File: src/rtl/hef_pkg.sv
package hef_pkg;
   typedef enum logic [1:0] {
      K_MRD = 2'd0,
      K_MWR = 2'd1,
      K_CFG = 2'd2,
      K_CPL = 2'd3
   } kind_e;

   typedef enum logic [1:0] {
      ACT_FWD  = 2'd0,
      ACT_RSP  = 2'd1,
      ACT_DROP = 2'd2
   } act_e;

   localparam logic [2:0] ST_SUCCESS = 3'b000;
   localparam logic [2:0] ST_RETRY   = 3'b010;
endpackage

File: src/rtl/hef_classify.sv
module hef_classify
   import hef_pkg::*;
(
   input  logic [1:0] kind,
   input  logic       perr,
   input  logic [2:0] status,
   input  logic       tag_hit,
   input  logic       init_done,
   output act_e       act,
   output logic       f_unexp,
   output logic       f_bad,
   output logic       f_rel
);
   logic is_cpl;
   assign is_cpl  = (kind == K_CPL) && !perr;
   assign f_unexp = is_cpl && !tag_hit;
   assign f_bad   = is_cpl && tag_hit && (status != ST_SUCCESS);
   assign f_rel   = is_cpl && tag_hit;

   always_comb begin
      if (perr)                              act = ACT_DROP;
      else if (kind == K_CFG && !init_done)  act = ACT_RSP;
      else if (kind == K_CPL)                act = (tag_hit && status == ST_SUCCESS) ? ACT_FWD : ACT_DROP;
      else                                   act = ACT_FWD;
   end
endmodule

File: src/rtl/hef_tag_tracker.sv
module hef_tag_tracker #(
   parameter int TAG_W = 4,
   localparam int NTAGS = 1 << TAG_W
) (
   input  logic             clk,
   input  logic             rst_n,
   input  logic             alloc,
   input  logic [TAG_W-1:0] alloc_tag,
   input  logic             rel,
   input  logic [TAG_W-1:0] rel_tag,
   input  logic [TAG_W-1:0] lookup_tag,
   output logic             hit,
   output logic [NTAGS-1:0] pend
);
   for (genvar g = 0; g < NTAGS; g++) begin : g_tag
      always_ff @(posedge clk or negedge rst_n) begin
         if (!rst_n)                                     pend[g] <= 1'b0;
         else if (alloc && alloc_tag == TAG_W'(g))       pend[g] <= 1'b1;
         else if (rel && rel_tag == TAG_W'(g))           pend[g] <= 1'b0;
      end
   end

   assign hit = pend[lookup_tag];

   AST_TAG_SET: assert property (@(posedge clk) disable iff (!rst_n)
      alloc |=> pend[$past(alloc_tag)]);
   AST_TAG_FREED: assert property (@(posedge clk) disable iff (!rst_n)
      (rel && !(alloc && alloc_tag == rel_tag)) |=> !pend[$past(rel_tag)]);
endmodule

File: src/rtl/hef_status.sv
module hef_status #(
   parameter int CNT_W     = 8,
   parameter bit UNEXP_SAT = 1'b1
) (
   input  logic             clk,
   input  logic             rst_n,
   input  logic             ev_perr,
   input  logic             ev_bad,
   input  logic             ev_unexp,
   input  logic             perr_en,
   input  logic             serr_en,
   input  logic             clr_perr,
   input  logic             clr_serr,
   output logic             sts_perr,
   output logic             sts_serr,
   output logic             serr_pulse,
   output logic [CNT_W-1:0] unexp_cnt
);
   logic serr_set;
   assign serr_set = ev_bad || (ev_perr && perr_en);

   always_ff @(posedge clk or negedge rst_n) begin
      if (!rst_n) begin
         sts_perr   <= 1'b0;
         sts_serr   <= 1'b0;
         serr_pulse <= 1'b0;
      end else begin
         if (ev_perr)        sts_perr <= 1'b1;
         else if (clr_perr)  sts_perr <= 1'b0;
         if (serr_set)       sts_serr <= 1'b1;
         else if (clr_serr)  sts_serr <= 1'b0;
         serr_pulse <= (ev_bad && serr_en) || (ev_perr && perr_en);
      end
   end

   if (UNEXP_SAT) begin : g_sat
      always_ff @(posedge clk or negedge rst_n) begin
         if (!rst_n)                              unexp_cnt <= '0;
         else if (ev_unexp && unexp_cnt != '1)    unexp_cnt <= unexp_cnt + CNT_W'(1);
      end
      AST_UNEXP_NO_WRAP: assert property (@(posedge clk) disable iff (!rst_n)
         1'b1 |=> unexp_cnt >= $past(unexp_cnt));
   end else begin : g_wrap
      always_ff @(posedge clk or negedge rst_n) begin
         if (!rst_n)         unexp_cnt <= '0;
         else if (ev_unexp)  unexp_cnt <= unexp_cnt + CNT_W'(1);
      end
   end

   AST_PERR_STICKY: assert property (@(posedge clk) disable iff (!rst_n)
      ev_perr |=> sts_perr);
   AST_PERR_HOLD: assert property (@(posedge clk) disable iff (!rst_n)
      (sts_perr && !clr_perr) |=> sts_perr);
   AST_SERR_HOLD: assert property (@(posedge clk) disable iff (!rst_n)
      (sts_serr && !clr_serr) |=> sts_serr);
   AST_SERR_GATED: assert property (@(posedge clk) disable iff (!rst_n)
      serr_pulse |-> ($past(perr_en) || $past(serr_en)));
endmodule

File: src/rtl/hef_inbound_filter.sv
module hef_inbound_filter
   import hef_pkg::*;
#(
   parameter int TAG_W     = 4,
   parameter int RID_W     = 16,
   parameter int DATA_W    = 32,
   parameter int CNT_W     = 8,
   parameter bit UNEXP_SAT = 1'b1,
   localparam int NTAGS    = 1 << TAG_W
) (
   input  logic              clk,
   input  logic              rst_n,
   input  logic              in_valid,
   output logic              in_ready,
   input  logic [1:0]        in_kind,
   input  logic              in_perr,
   input  logic [2:0]        in_status,
   input  logic [TAG_W-1:0]  in_tag,
   input  logic [RID_W-1:0]  in_rid,
   input  logic [DATA_W-1:0] in_data,
   output logic              fwd_valid,
   input  logic              fwd_ready,
   output logic [1:0]        fwd_kind,
   output logic [TAG_W-1:0]  fwd_tag,
   output logic [RID_W-1:0]  fwd_rid,
   output logic [DATA_W-1:0] fwd_data,
   output logic              rsp_valid,
   input  logic              rsp_ready,
   output logic [RID_W-1:0]  rsp_rid,
   output logic [TAG_W-1:0]  rsp_tag,
   output logic [2:0]        rsp_status,
   input  logic              init_done,
   input  logic              perr_en,
   input  logic              serr_en,
   input  logic              clr_perr,
   input  logic              clr_serr,
   input  logic              tag_alloc,
   input  logic [TAG_W-1:0]  tag_alloc_id,
   output logic [NTAGS-1:0]  tag_pending,
   output logic              sts_perr,
   output logic              sts_serr,
   output logic              serr_pulse,
   output logic [CNT_W-1:0]  unexp_cnt
);
   if (TAG_W < 1 || TAG_W > 8) begin : g_bad_tag_w
      $error("hef_inbound_filter: TAG_W must be within 1..8");
   end
   if (CNT_W < 2) begin : g_bad_cnt_w
      $error("hef_inbound_filter: CNT_W must be at least 2");
   end

   act_e act;
   logic tag_hit, f_unexp, f_bad, f_rel, accept;

   hef_classify u_cls (
      .kind      (in_kind),
      .perr      (in_perr),
      .status    (in_status),
      .tag_hit   (tag_hit),
      .init_done (init_done),
      .act       (act),
      .f_unexp   (f_unexp),
      .f_bad     (f_bad),
      .f_rel     (f_rel)
   );

   always_comb begin
      case (act)
         ACT_FWD: in_ready = fwd_ready;
         ACT_RSP: in_ready = rsp_ready;
         default: in_ready = 1'b1;
      endcase
   end

   assign accept     = in_valid && in_ready;
   assign fwd_valid  = in_valid && (act == ACT_FWD);
   assign fwd_kind   = in_kind;
   assign fwd_tag    = in_tag;
   assign fwd_rid    = in_rid;
   assign fwd_data   = in_data;
   assign rsp_valid  = in_valid && (act == ACT_RSP);
   assign rsp_rid    = in_rid;
   assign rsp_tag    = in_tag;
   assign rsp_status = ST_RETRY;

   hef_tag_tracker #(.TAG_W(TAG_W)) u_tags (
      .clk        (clk),
      .rst_n      (rst_n),
      .alloc      (tag_alloc),
      .alloc_tag  (tag_alloc_id),
      .rel        (accept && f_rel),
      .rel_tag    (in_tag),
      .lookup_tag (in_tag),
      .hit        (tag_hit),
      .pend       (tag_pending)
   );

   hef_status #(.CNT_W(CNT_W), .UNEXP_SAT(UNEXP_SAT)) u_sts (
      .clk        (clk),
      .rst_n      (rst_n),
      .ev_perr    (accept && in_perr),
      .ev_bad     (accept && f_bad),
      .ev_unexp   (accept && f_unexp),
      .perr_en    (perr_en),
      .serr_en    (serr_en),
      .clr_perr   (clr_perr),
      .clr_serr   (clr_serr),
      .sts_perr   (sts_perr),
      .sts_serr   (sts_serr),
      .serr_pulse (serr_pulse),
      .unexp_cnt  (unexp_cnt)
   );

   AST_CFG_HELD: assert property (@(posedge clk) disable iff (!rst_n)
      (fwd_valid && fwd_kind == K_CFG) |-> init_done);
   AST_RSP_PRE_INIT: assert property (@(posedge clk) disable iff (!rst_n)
      rsp_valid |-> (!init_done && in_kind == K_CFG));
   AST_NO_PERR_PASS: assert property (@(posedge clk) disable iff (!rst_n)
      (fwd_valid || rsp_valid) |-> !in_perr);
   AST_BAD_CPL_STICKY: assert property (@(posedge clk) disable iff (!rst_n)
      (accept && f_bad) |=> sts_serr);
   AST_OK_CPL_FREED: assert property (@(posedge clk) disable iff (!rst_n)
      (fwd_valid && fwd_ready && in_kind == K_CPL && !(tag_alloc && tag_alloc_id == in_tag))
      |=> !tag_pending[$past(in_tag)]);
endmodule

File: config.mk
export PLATFORM = sky130hd
export DESIGN_NAME = hef_inbound_filter
export DESIGN_NICKNAME = d
export VERILOG_FILES = /design/src/rtl/hef_pkg.sv /design/src/rtl/hef_classify.sv /design/src/rtl/hef_tag_tracker.sv /design/src/rtl/hef_status.sv /design/src/rtl/hef_inbound_filter.sv
export SDC_FILE = /design/constraint.sdc
export NUM_CORES = 1
export LEC_CHECK = 0
export ABC_AREA = 1
export BUFFER_PORTS_ARGS = -buffer_cell sky130_fd_sc_hd__buf_2
export CORE_AREA = 8 8 86 88
export CTS_CLUSTER_DIAMETER = 30
export DETAILED_ROUTE_END_ITERATION = 6
export DIE_AREA = 0 0 94 96
export GPL_TIMING_DRIVEN = 0
export PLACE_DENSITY_LB_ADDON = 0.05
export SETUP_SLACK_MARGIN = 0.05
export SYNTH_ARGS = -nofsm -noshare
export SYNTH_HDL_FRONTEND = slang
export SYNTH_HIERARCHICAL = 1
export SYNTH_SLANG_ARGS = --single-unit
export TNS_END_PERCENT = 100
File: constraint.sdc
create_clock -name clk -period 3.7 [get_ports clk]
set_input_delay 0.37 -clock clk [delete_from_list [all_inputs] [get_ports clk]]
set_output_delay 0.37 -clock clk [all_outputs]
set_load 0.005 [all_outputs]
==> results_dict.tcl, run 1 <==
set metrics [dict create \
    outcome "completed" \
    yosysTopAreaCellShare_pct 28.89 \
    rsz0062_at_grt "false" \
    initial_utilization_pct 38.36 \
    fmax_mhz 397.5 \
    grt_first_pass_wirelength_mm 10.36 \
    holdBufCountCts 0 \
    path_delay_family "simple AND/OR/NAND/NOR gates" \
    clk_pin_slew_ns 0.09 \
    cts.htree.levels 1 \
    avgViaCountPerCell 4.256 \
    critPathRequiredTime_ns 3.87 \
    internal_power_uw 584.7 \
    chipWidth_um 94 \
    synthCells 326 \
    final-seq-area_um2 675.6 \
    p_sw_share_pct 32.95 \
    syn2layout_area_growth_pct 33.39 \
    drive_gt1_share_pct 51.75 \
    root_buffer "clkbuf_8" \
    grtUsageTotal_pct 13.92 \
    post-dp-hpwl_mm 5.800 \
    slew_viol_final 0 \
    tritoncts "yes" \
    ant_nets 0 \
    pwr-share-clk_pct 19.6 \
    path_buf_inv 2 \
    dr.max_layer_used "met4" \
    maxCapViolCount 0 \
    regToRegEndpoint "u_sts/unexp_cnt[3]$_DFFE_PN0P_" \
    path_cells "buf_2, buf_6, nand2_1, nand3_1, nand3_1, nand3_1, nand2_1, nand3_1, nand2_1, nand2_1, nor2_1, nand2_1, nand3_2, nor2_1, nand2_1, nor2_1, nand2_1, nor2_1, nor2_1" \
    wl_per_cell_um 12.66 \
    met3_length_um 768 \
    first_pass_iters 4 \
    row_count 29 \
    synth-simple-area-share_pct 29.37 \
    holdCritPathClass "input pin to async pin" \
    final.setup.tns_ns 0 \
    synthMuxAreaShare_pct 0 \
    r2r-start "u_tags/pend[5]$_DFFE_PN0P_" \
    cts_sinks 27 \
    io_pins 180 \
    antenna_found_initial 0 \
    cp_slowest_cell "nor2_1" \
    end_kind "register" \
    net-switching-power_uw 287.3 \
    fill_cells 604 \
    power_frac_comb_pct 36.7 \
    multi_input_area_um2 873.3 \
    slowest_delay_ns 0.38 \
    setup_viol 0 \
    p_leak_uw 0.001789 \
    grt_pass1_vias 2300 \
    worst_skew_pair.late_latency_ns 0.27 \
    routed_wl_mm 6.773 \
    clock_tree.buffer_depth 2 \
    hold_viol 0 \
    rrSetupSlack_ns 1.22 \
    path_max_fanout 10 \
    drtIter0Drc 76 \
    p_per_area_mw_per_mm2 279.6 \
    port_buffers 127 \
    overflow 0 \
    yosys.area.top_type "dfrtp_1" \
    crit_arrival_ns 2.69 \
    period_minus_slack_ns 2.516 \
    crit_type "input pin to register" \
    dieHeight_um 96 \
    synthXorXnorAreaFrac_pct 0.3745 \
    synth_area_leaders "dfrtp_1 (29%), buf_4 (25%), nand2_1 (10%), nand3_1 (7.1%), inv_1 (6.6%)" \
    remaining_drc_errors 0 \
    cts-resized-gates 0 \
    skew_ns 0.005802 \
    crit_path_start_kind "input pin" \
    cts_made_buffers 3 \
    synth-adder-area-share_pct 0.5350 \
    pwr-share-seq_pct 43.6 \
    grt_max_degree 28 \
    dieArea_mm2 0.009024 \
    power.total_uw 872.0 \
    synth_area_mm2 0.002338 \
    crit_top_cell "nand2_1" \
    diodes 0 \
    cp_num_cells 19 \
    ir_drop_uv 143.2 \
    synth_top_family_by_area "buffers and inverters" \
    tightest_slew_ns 0.6325 \
    ys_seq_elements 27 \
    maxSlewHeadroom_pct 57.83 \
    postCtsSetupBuffers 0 \
    yosys_warnings 6 \
    syn_area_per_cell_um2 7.173 \
    ys_seq_area_share_pct 28.89 \
    num_vias 2277 \
    core_mm2 0.006096 \
    met1Wirelength_mm 2.716 \
    reg2reg_depth 18 \
    dr_wl_met2_mm 3.255 \
    synth_compound_area_share_pct 6.581 \
    fin_crit_sh_pct 67.99 \
    gp_congestion 0.7990 \
    ys_types 30 \
    nets 533 \
]
-- cell usage after synthesis --
master / instances
buf_4: 77
nand2_1: 64
inv_1: 41
nand3_1: 33
dfrtp_1: 27
nor2_1: 17
o21ai_0: 12
inv_2: 6
nor3_1: 6
o21ai_1: 5
a21oi_1: 4
nand2_2: 4
nand3_2: 3
nor2_4: 3
o21ai_2: 3
buf_6: 2
conb_1: 2
inv_4: 2
nor2_2: 2
nor3_4: 2
o21bai_1: 2
and2_2: 1
clkinv_1: 1
ha_1: 1
nand2_4: 1
nand2_8: 1
nand3b_1: 1
nor3b_1: 1
o31ai_1: 1
xnor2_1: 1
-- how the worst max path moves through the flow --
stage | endpoint | from | slack, ns
after floorplan | u_sts/unexp_cnt[4]$_DFFE_PN0P_ | in_tag[0] | 1.50
after global placement | u_sts/unexp_cnt[4]$_DFFE_PN0P_ | in_tag[0] | 0.94
after detailed placement | u_sts/unexp_cnt[4]$_DFFE_PN0P_ | in_tag[0] | 0.90
after CTS | u_sts/unexp_cnt[4]$_DFFE_PN0P_ | in_tag[0] | 1.20
after global routing | u_sts/unexp_cnt[3]$_DFFE_PN0P_ | in_tag[0] | 0.85
final | u_sts/unexp_cnt[3]$_DFFE_PN0P_ | in_tag[0] | 1.18
-- cells by family after synthesis --
logic type               Yosys count
buffers and inverters            129
adder cells (fa/ha/maj)            1
AND/OR/NAND/NOR                  139
XOR/XNOR                           1
AO/OA/AOI/OAI                     27
flip-flops                        27
other                              2
-- stage by stage --
stage / cell area, µm² / util [%] / instances / setup slack, ns / hold WS (ns)
floorplan: 2342 / - / 327 / 1.501 / 0.07441
global placement: 3074 / 50.43 / 531 / 0.9410 / 0.4293
detailed placement: 3074 / 50.43 / 531 / 0.9018 / 0.4375
CTS: 3119 / 51.17 / 535 / 1.204 / 0.1302
global route: 3119 / 51.17 / 535 / 0.8538 / 0.1595
finish: 3119 / 51.17 / 535 / 1.184 / 0.1070
-- cells in the final DEF (no fill, tap or decap), drive strengths merged --
cell,n
nand3,36
clkbuf,4
nor3b,1
clkinv,1
o31ai,1
buf,206
xnor2,1
inv,49
nand2,70
a21oi,4
dfrtp,27
conb,3
o21bai,2
ha,1
and2,1
o21ai,20
nand3b,1
nor2,22
nor3,8
-- power groups by stage --
stage	logic [µW]	clock network (µW)	registers [µW]
floorplan	180	0	384
global placement	324	0	386
detailed placement	326	0	388
CTS	328	182	381
global route	363	190	389
finish	320	171	380
-- final cells by class --
class / instances / share of cell area [%]
Clock buffer: 4 / 1.444
Inverter: 50 / 6.177
Multi-Input combinational cell: 171 / 28.00
Sequential cell: 27 / 21.66
Tap cell: 77 / 3.089
Timing Repair Buffer: 127 / 20.38
Buffer: 79 / 19.25
-- metal layers --
metal | vias to the layer above | GRT usage [%]
met4 | 0 | 3.038
met2 | 104 | 25.32
li1 | 1194 | -
met5 | - | 0
met1 | 977 | 15.44
met3 | 2 | 4.524
-- sequential cells by signal, indices dropped and copies added (netlist names) --
register          count
u_sts/serr_pulse      1
u_sts/unexp_cnt       8
u_sts/sts_serr        1
u_tags/pend          16
u_sts/sts_perr        1
Note: power is estimated with default switching activity, not from simulation.
==> run 2: changes to the inputs <==
- CORE_AREA: 8 8 86 88 -> 8 8 89 91
- DIE_AREA: 0 0 94 96 -> 0 0 97 99
- clock period: 3.7 -> 2.3 ns (I/O delays scaled with it)
==> results_dict.tcl, run 2 (same netlist as run 1, synthesis figures left out) <==
set metrics [dict create \
    design_area_mm2 0.003266 \
    setup_viol 0 \
    outcome "completed" \
    largestRegisters "u_tags/pend (16), u_sts/unexp_cnt (8)" \
    period_minus_slack_ns 2.141 \
    cp_slowest_cell "dfrtp_1" \
    cts_made_buffers 3 \
    maxSlewHeadroom_pct 59.11 \
    p_leak_uw 0.001841 \
    clock_tree.buffer_depth 2 \
    slowest_delay_ns 0.41 \
    grt_most_used_layer "met2" \
    fin_crit_sh_pct 93.10 \
    final_cell_mix "buf_2 (127), buf_4 (85), nand2_1 (60)" \
    core_mm2 0.006569 \
    row_count 30 \
    hold_slack_ns 0.1325 \
    reg2reg_depth 18 \
    slew_viol_final 0 \
    overflow 0 \
    dieArea_mm2 0.009603 \
    io_pins 180 \
    holdCritPathClass "input pin to register" \
    holdPathStages 2 \
    min_to "u_sts/sts_perr$_DFFE_PN0P_" \
    cts_sinks 27 \
    grtUsageTotal_pct 14.10 \
    net-switching-power_uw 483.9 \
    chipWidth_um 97 \
    ant_nets 0 \
    drive_gt1_share_pct 55.46 \
    first_pass_iters 5 \
    crit_top_cell "nand2_2" \
    rrSetupSlack_ns 0.16 \
    crit_path_start_kind "register" \
    worst_skew_pair.late_latency_ns 0.27 \
    port_buffers 127 \
    largest_reg_flops 16 \
    p_sw_share_pct 33.23 \
    power_frac_comb_pct 39.0 \
    grt_pass1_vias 2481 \
    tightest_slew_ns 0.6134 \
    pwr-share-seq_pct 41.9 \
    path_delay_family "simple AND/OR/NAND/NOR gates" \
    grt_first_pass_wirelength_mm 11.47 \
    antenna_found_initial 0 \
    fin_ws_ns 0.1588 \
    largest-register "u_tags/pend" \
    cts.htree.levels 1 \
    crit_type "register to register" \
    rsz0062_at_grt "true" \
    nets 542 \
    path_buf_inv 1 \
    pre_cts_slack_ns -0.3405 \
    crit_arrival_ns 2.31 \
    hold_viol 0 \
    ir_drop_uv 247.3 \
    fmax_mhz 467.0 \
    clk_pin_slew_ns 0.10 \
    grtUsageMet2_pct 25.73 \
    use_met1_pct 14.69 \
    syn2layout_area_growth_pct 39.65 \
    min_from "clr_perr" \
    fin_cells 547 \
    mostFrequentLayoutCell "buf_2" \
    path_max_fanout 4 \
    gp_congestion 0.8376 \
    avgViaCountPerCell 4.366 \
    placed_cells 534 \
    maxCapViolCount 0 \
    routed_wl_mm 7.145 \
    remaining_drc_errors 0 \
    r2r-start "u_tags/pend[4]$_DFFE_PN0P_" \
    pwr-share-clk_pct 19.1 \
    num_vias 2388 \
    diodes 0 \
    end_kind "register" \
    post-dp-hpwl_mm 6.063 \
    root_buffer "clkbuf_8" \
    grt_max_degree 28 \
    internal_power_uw 972.2 \
    dieHeight_um 99 \
    p_per_area_mw_per_mm2 445.9 \
    drtIter0Drc 65 \
    tritoncts "yes" \
    placed_cell_area_mm2 0.003078 \
    regToRegEndpoint "u_sts/unexp_cnt[3]$_DFFE_PN0P_" \
    path_cells "inv_1, nand2_1, nand3_1, nand3_1, nand3_1, nand2_2, nand3_2, nand2_2, nand2_2, nor2_1, nand2_1, nand3_4, nor2_4, nand2_2, nor2_4, nand2_1, nor2_1, nor2_1" \
    critPathRequiredTime_ns 2.47 \
    met3_usage_pct 5.458 \
    wl_per_cell_um 13.06 \
    initial_utilization_pct 35.60 \
    skew_ns 0.007800 \
]
==> run 2: how the worst max path moves through the flow <==
stage                     slack [ns]  cells past startpoint                       start                        endpoint
after global placement         -0.32                     19                   in_tag[0]  u_sts/unexp_cnt[4]$_DFFE_PN0P_
after floorplan                 0.16                     18  u_tags/pend[1]$_DFFE_PN0P_  u_sts/unexp_cnt[4]$_DFFE_PN0P_
after CTS                       0.05                     16  u_tags/pend[1]$_DFFE_PN0P_      u_tags/pend[3]$_DFFE_PN0P_
after detailed placement       -0.34                     19                   in_tag[0]  u_sts/unexp_cnt[4]$_DFFE_PN0P_
after global routing           -0.05                     18  u_tags/pend[7]$_DFFE_PN0P_  u_sts/unexp_cnt[3]$_DFFE_PN0P_
final                           0.16                     18  u_tags/pend[4]$_DFFE_PN0P_  u_sts/unexp_cnt[3]$_DFFE_PN0P_
==> run 2: area by class of cell <==
type / count / area, µm²
Buffer: 79 / 600.6
Clock buffer: 4 / 45.04
Fill cell: 689 / 3303
Inverter: 50 / 192.7
Multi-Input combinational cell: 171 / 945.9
Sequential cell: 27 / 675.6
Tap cell: 80 / 100.1
Timing Repair Buffer: 136 / 705.7
==> run 2: repair_timing <==
item                                    4_1_cts  5_1_grt
pin swaps                                     0       15
buffers inserted                              0        8
hold buffers                                  1        0
resized for setup                             3       15
endpoints found under the hold margin        27        0
endpoints found under the setup margin       17       22
==> run 2: layer usage <==
metal / vias to the layer above / routed length (µm)
met5: - / 0
met4: 0 / 55
li1: 1211 / -
met2: 111 / 3581
met1: 1064 / 2737
met3: 2 / 770
==> run 2: per-stage QoR <==
stage / TNS [ns] / power, µW / util [%]
6_report: 0 / 1456 / 49.71
5_1_grt: -0.05132 / 1573 / 49.71
4_1_cts: 0 / 1437 / 47.85
3_5_place_dp: -4.244 / 1148 / 46.86
3_3_place_gp: -3.504 / 1144 / 46.86
2_1_floorplan: 0 / 907.4 / -
==> run 2: power by group through the flow <==
stage / sequential (µW) / clock (µW) / combinational (µW)
3_5_place_dp: 624 / 0 / 524
4_1_cts: 615 / 294 / 529
5_1_grt: 622 / 311 / 640
6_report: 611 / 278 / 567
3_3_place_gp: 623 / 0 / 520
2_1_floorplan: 618 / 0 / 289
==> run 3: changes to the inputs <==
- RECOVER_POWER: not set -> 50
==> results_dict.tcl, run 3 (same netlist as run 1, synthesis figures left out) <==
set metrics [dict create \
    fin_crit_sh_pct 93.08 \
    largest-register "u_tags/pend" \
    slew_viol_final 0 \
    path_max_fanout 4 \
    setup_viol 0 \
    p_per_area_mw_per_mm2 449.1 \
    fin_cells 547 \
    gp_congestion 0.8376 \
    first_pass_iters 4 \
    dieHeight_um 99 \
    placed_cells 534 \
    skew_ns 0.007744 \
    grtUsageTotal_pct 14.10 \
    initial_utilization_pct 35.60 \
    ant_nets 0 \
    internal_power_uw 961.0 \
    fin_util_pct 49.01 \
    diodes 0 \
    p_sw_share_pct 33.53 \
    pwr-share-seq_pct 42.2 \
    nets 542 \
    largestRegisters "u_tags/pend (16), u_sts/unexp_cnt (8)" \
    root_buffer "clkbuf_8" \
    holdCritPathClass "input pin to register" \
    cts_sinks 27 \
    cts_made_buffers 3 \
    remaining_drc_errors 0 \
    grt_max_degree 28 \
    syn2layout_area_growth_pct 37.67 \
    core_mm2 0.006569 \
    chipWidth_um 97 \
    drtIter0Drc 77 \
    wl_per_cell_um 13.05 \
    post-dp-hpwl_mm 6.063 \
    end_kind "register" \
    num_vias 2397 \
    rrSetupSlack_ns 0.16 \
    grt_pass1_vias 2481 \
    routed_wl_mm 7.140 \
    final_cell_mix "buf_2 (90), nand2_1 (60), buf_4 (56)" \
    rsz0062_at_grt "true" \
    net-switching-power_uw 484.8 \
    port_buffers 127 \
    crit_path_start_kind "register" \
    power_frac_comb_pct 38.5 \
    p_leak_uw 0.001733 \
    overflow 0 \
    outcome "completed" \
    fmax_mhz 467.1 \
    worst_skew_pair.late_latency_ns 0.27 \
    hold_viol 0 \
    clk_pin_slew_ns 0.10 \
    dieArea_mm2 0.009603 \
    mostFrequentLayoutCell "buf_2" \
    tritoncts "yes" \
    fill_cells 711 \
    pwr-share-clk_pct 19.2 \
    clock_tree.buffer_depth 2 \
    tightest_slew_ns 0.6132 \
    ir_drop_uv 247.3 \
    grt_first_pass_wirelength_mm 11.47 \
    maxCapViolCount 0 \
    cts.htree.levels 1 \
    maxSlewHeadroom_pct 59.12 \
    largest_reg_flops 16 \
    row_count 30 \
    crit_type "register to register" \
    antenna_found_initial 0 \
    io_pins 180 \
    drive_gt1_share_pct 47.54 \
    crit_arrival_ns 2.31 \
    avgViaCountPerCell 4.382 \
    period_minus_slack_ns 2.141 \
    critPathRequiredTime_ns 2.47 \
]
==> run 3: cell types whose count changed in the layout (fill, tap and decap cells not counted) <==
cell / before / now
buf_4: 85 / 56
buf_1: 0 / 1
clkbuf_1: 1 / 37
clkbuf_4: 0 / 29
buf_2: 127 / 90
==> run 3: per-layer routing <==
| layer | track usage [%] | vias up | routed length, µm |
|---|---|---|---|
| met5 | 0 | - | 0 |
| met4 | 3.669 | 0 | 55 |
| met3 | 5.458 | 2 | 780 |
| met2 | 25.73 | 118 | 3569 |
| met1 | 14.69 | 1067 | 2734 |
| li1 | - | 1210 | - |
==> run 3: final timing paths <==
check	to	cells after the start	start
worst max register to register	u_sts/unexp_cnt[3]$_DFFE_PN0P_	18	u_tags/pend[4]$_DFFE_PN0P_
worst max-delay path	u_sts/unexp_cnt[3]$_DFFE_PN0P_	18	u_tags/pend[4]$_DFFE_PN0P_
worst min register to register	u_sts/sts_perr$_DFFE_PN0P_	2	u_sts/sts_perr$_DFFE_PN0P_
max in group asynchronous	u_sts/unexp_cnt[5]$_DFFE_PN0P_	2	rst_n
worst min-delay path	u_sts/sts_perr$_DFFE_PN0P_	2	clr_perr
min in group asynchronous	u_tags/pend[4]$_DFFE_PN0P_	2	rst_n
==> run 3: what timing repair did <==
| action | in CTS | in global routing |
|---|---|---|
| buffers inserted | 0 | 8 |
| hold buffers | 1 | 0 |
| gates resized for setup | 3 | 15 |
| endpoints found under the hold margin | 27 | 0 |
| endpoints found under the setup margin | 17 | 22 |
| pin swaps | 0 | 15 |
==> run 3: power groups by stage <==
stage          Clock, µW  Sequential, µW  Combinational (µW)
2_1_floorplan          0             618                 289
3_3_place_gp           0             623                 520
3_5_place_dp           0             624                 524
4_1_cts              294             615                 529
5_1_grt              311             622                 630
6_report             278             610                 557
==> run 3: area by class of cell <==
type	instances	area [µm²]	area share (%)
Buffer	79	600.6	18.66
Timing Repair Buffer	136	659.4	20.48
Inverter	50	192.7	5.985
Tap cell	80	100.1	3.109
Sequential cell	27	675.6	20.99
Multi-Input combinational cell	171	945.9	29.38
Clock buffer	4	45.04	1.399
==> run 3: per-stage QoR <==
stage               setup slack, ns  area (µm²)  total power (µW)  hold WS (ns)  setup TNS, ns
floorplan                    0.1613        2342             907.4      -0.06559              0
CTS                         0.05381        3143              1437        0.1215              0
detailed placement          -0.3405        3078              1148        0.2853         -4.244
finish                       0.1593        3219              1446        0.1324              0
global placement            -0.3230        3078              1144        0.2840         -3.504
global route               -0.04558        3219              1563        0.1113       -0.05132
==> run 3: worst max-delay path, stage by stage, from the launching register on <==
cell and delay, ns:
dfrtp_1 0.41, inv_1 0.06, nand2_1 0.05, nand3_1 0.09, nand3_1 0.07, nand3_1 0.10
nand2_2 0.07, nand3_2 0.08, nand2_2 0.05, nand2_2 0.07, nor2_1 0.05, nand2_1 0.14
nand3_4 0.12, nor2_4 0.23, nand2_2 0.10, nor2_4 0.14, nand2_1 0.06, nor2_1 0.10
nor2_1 0.04
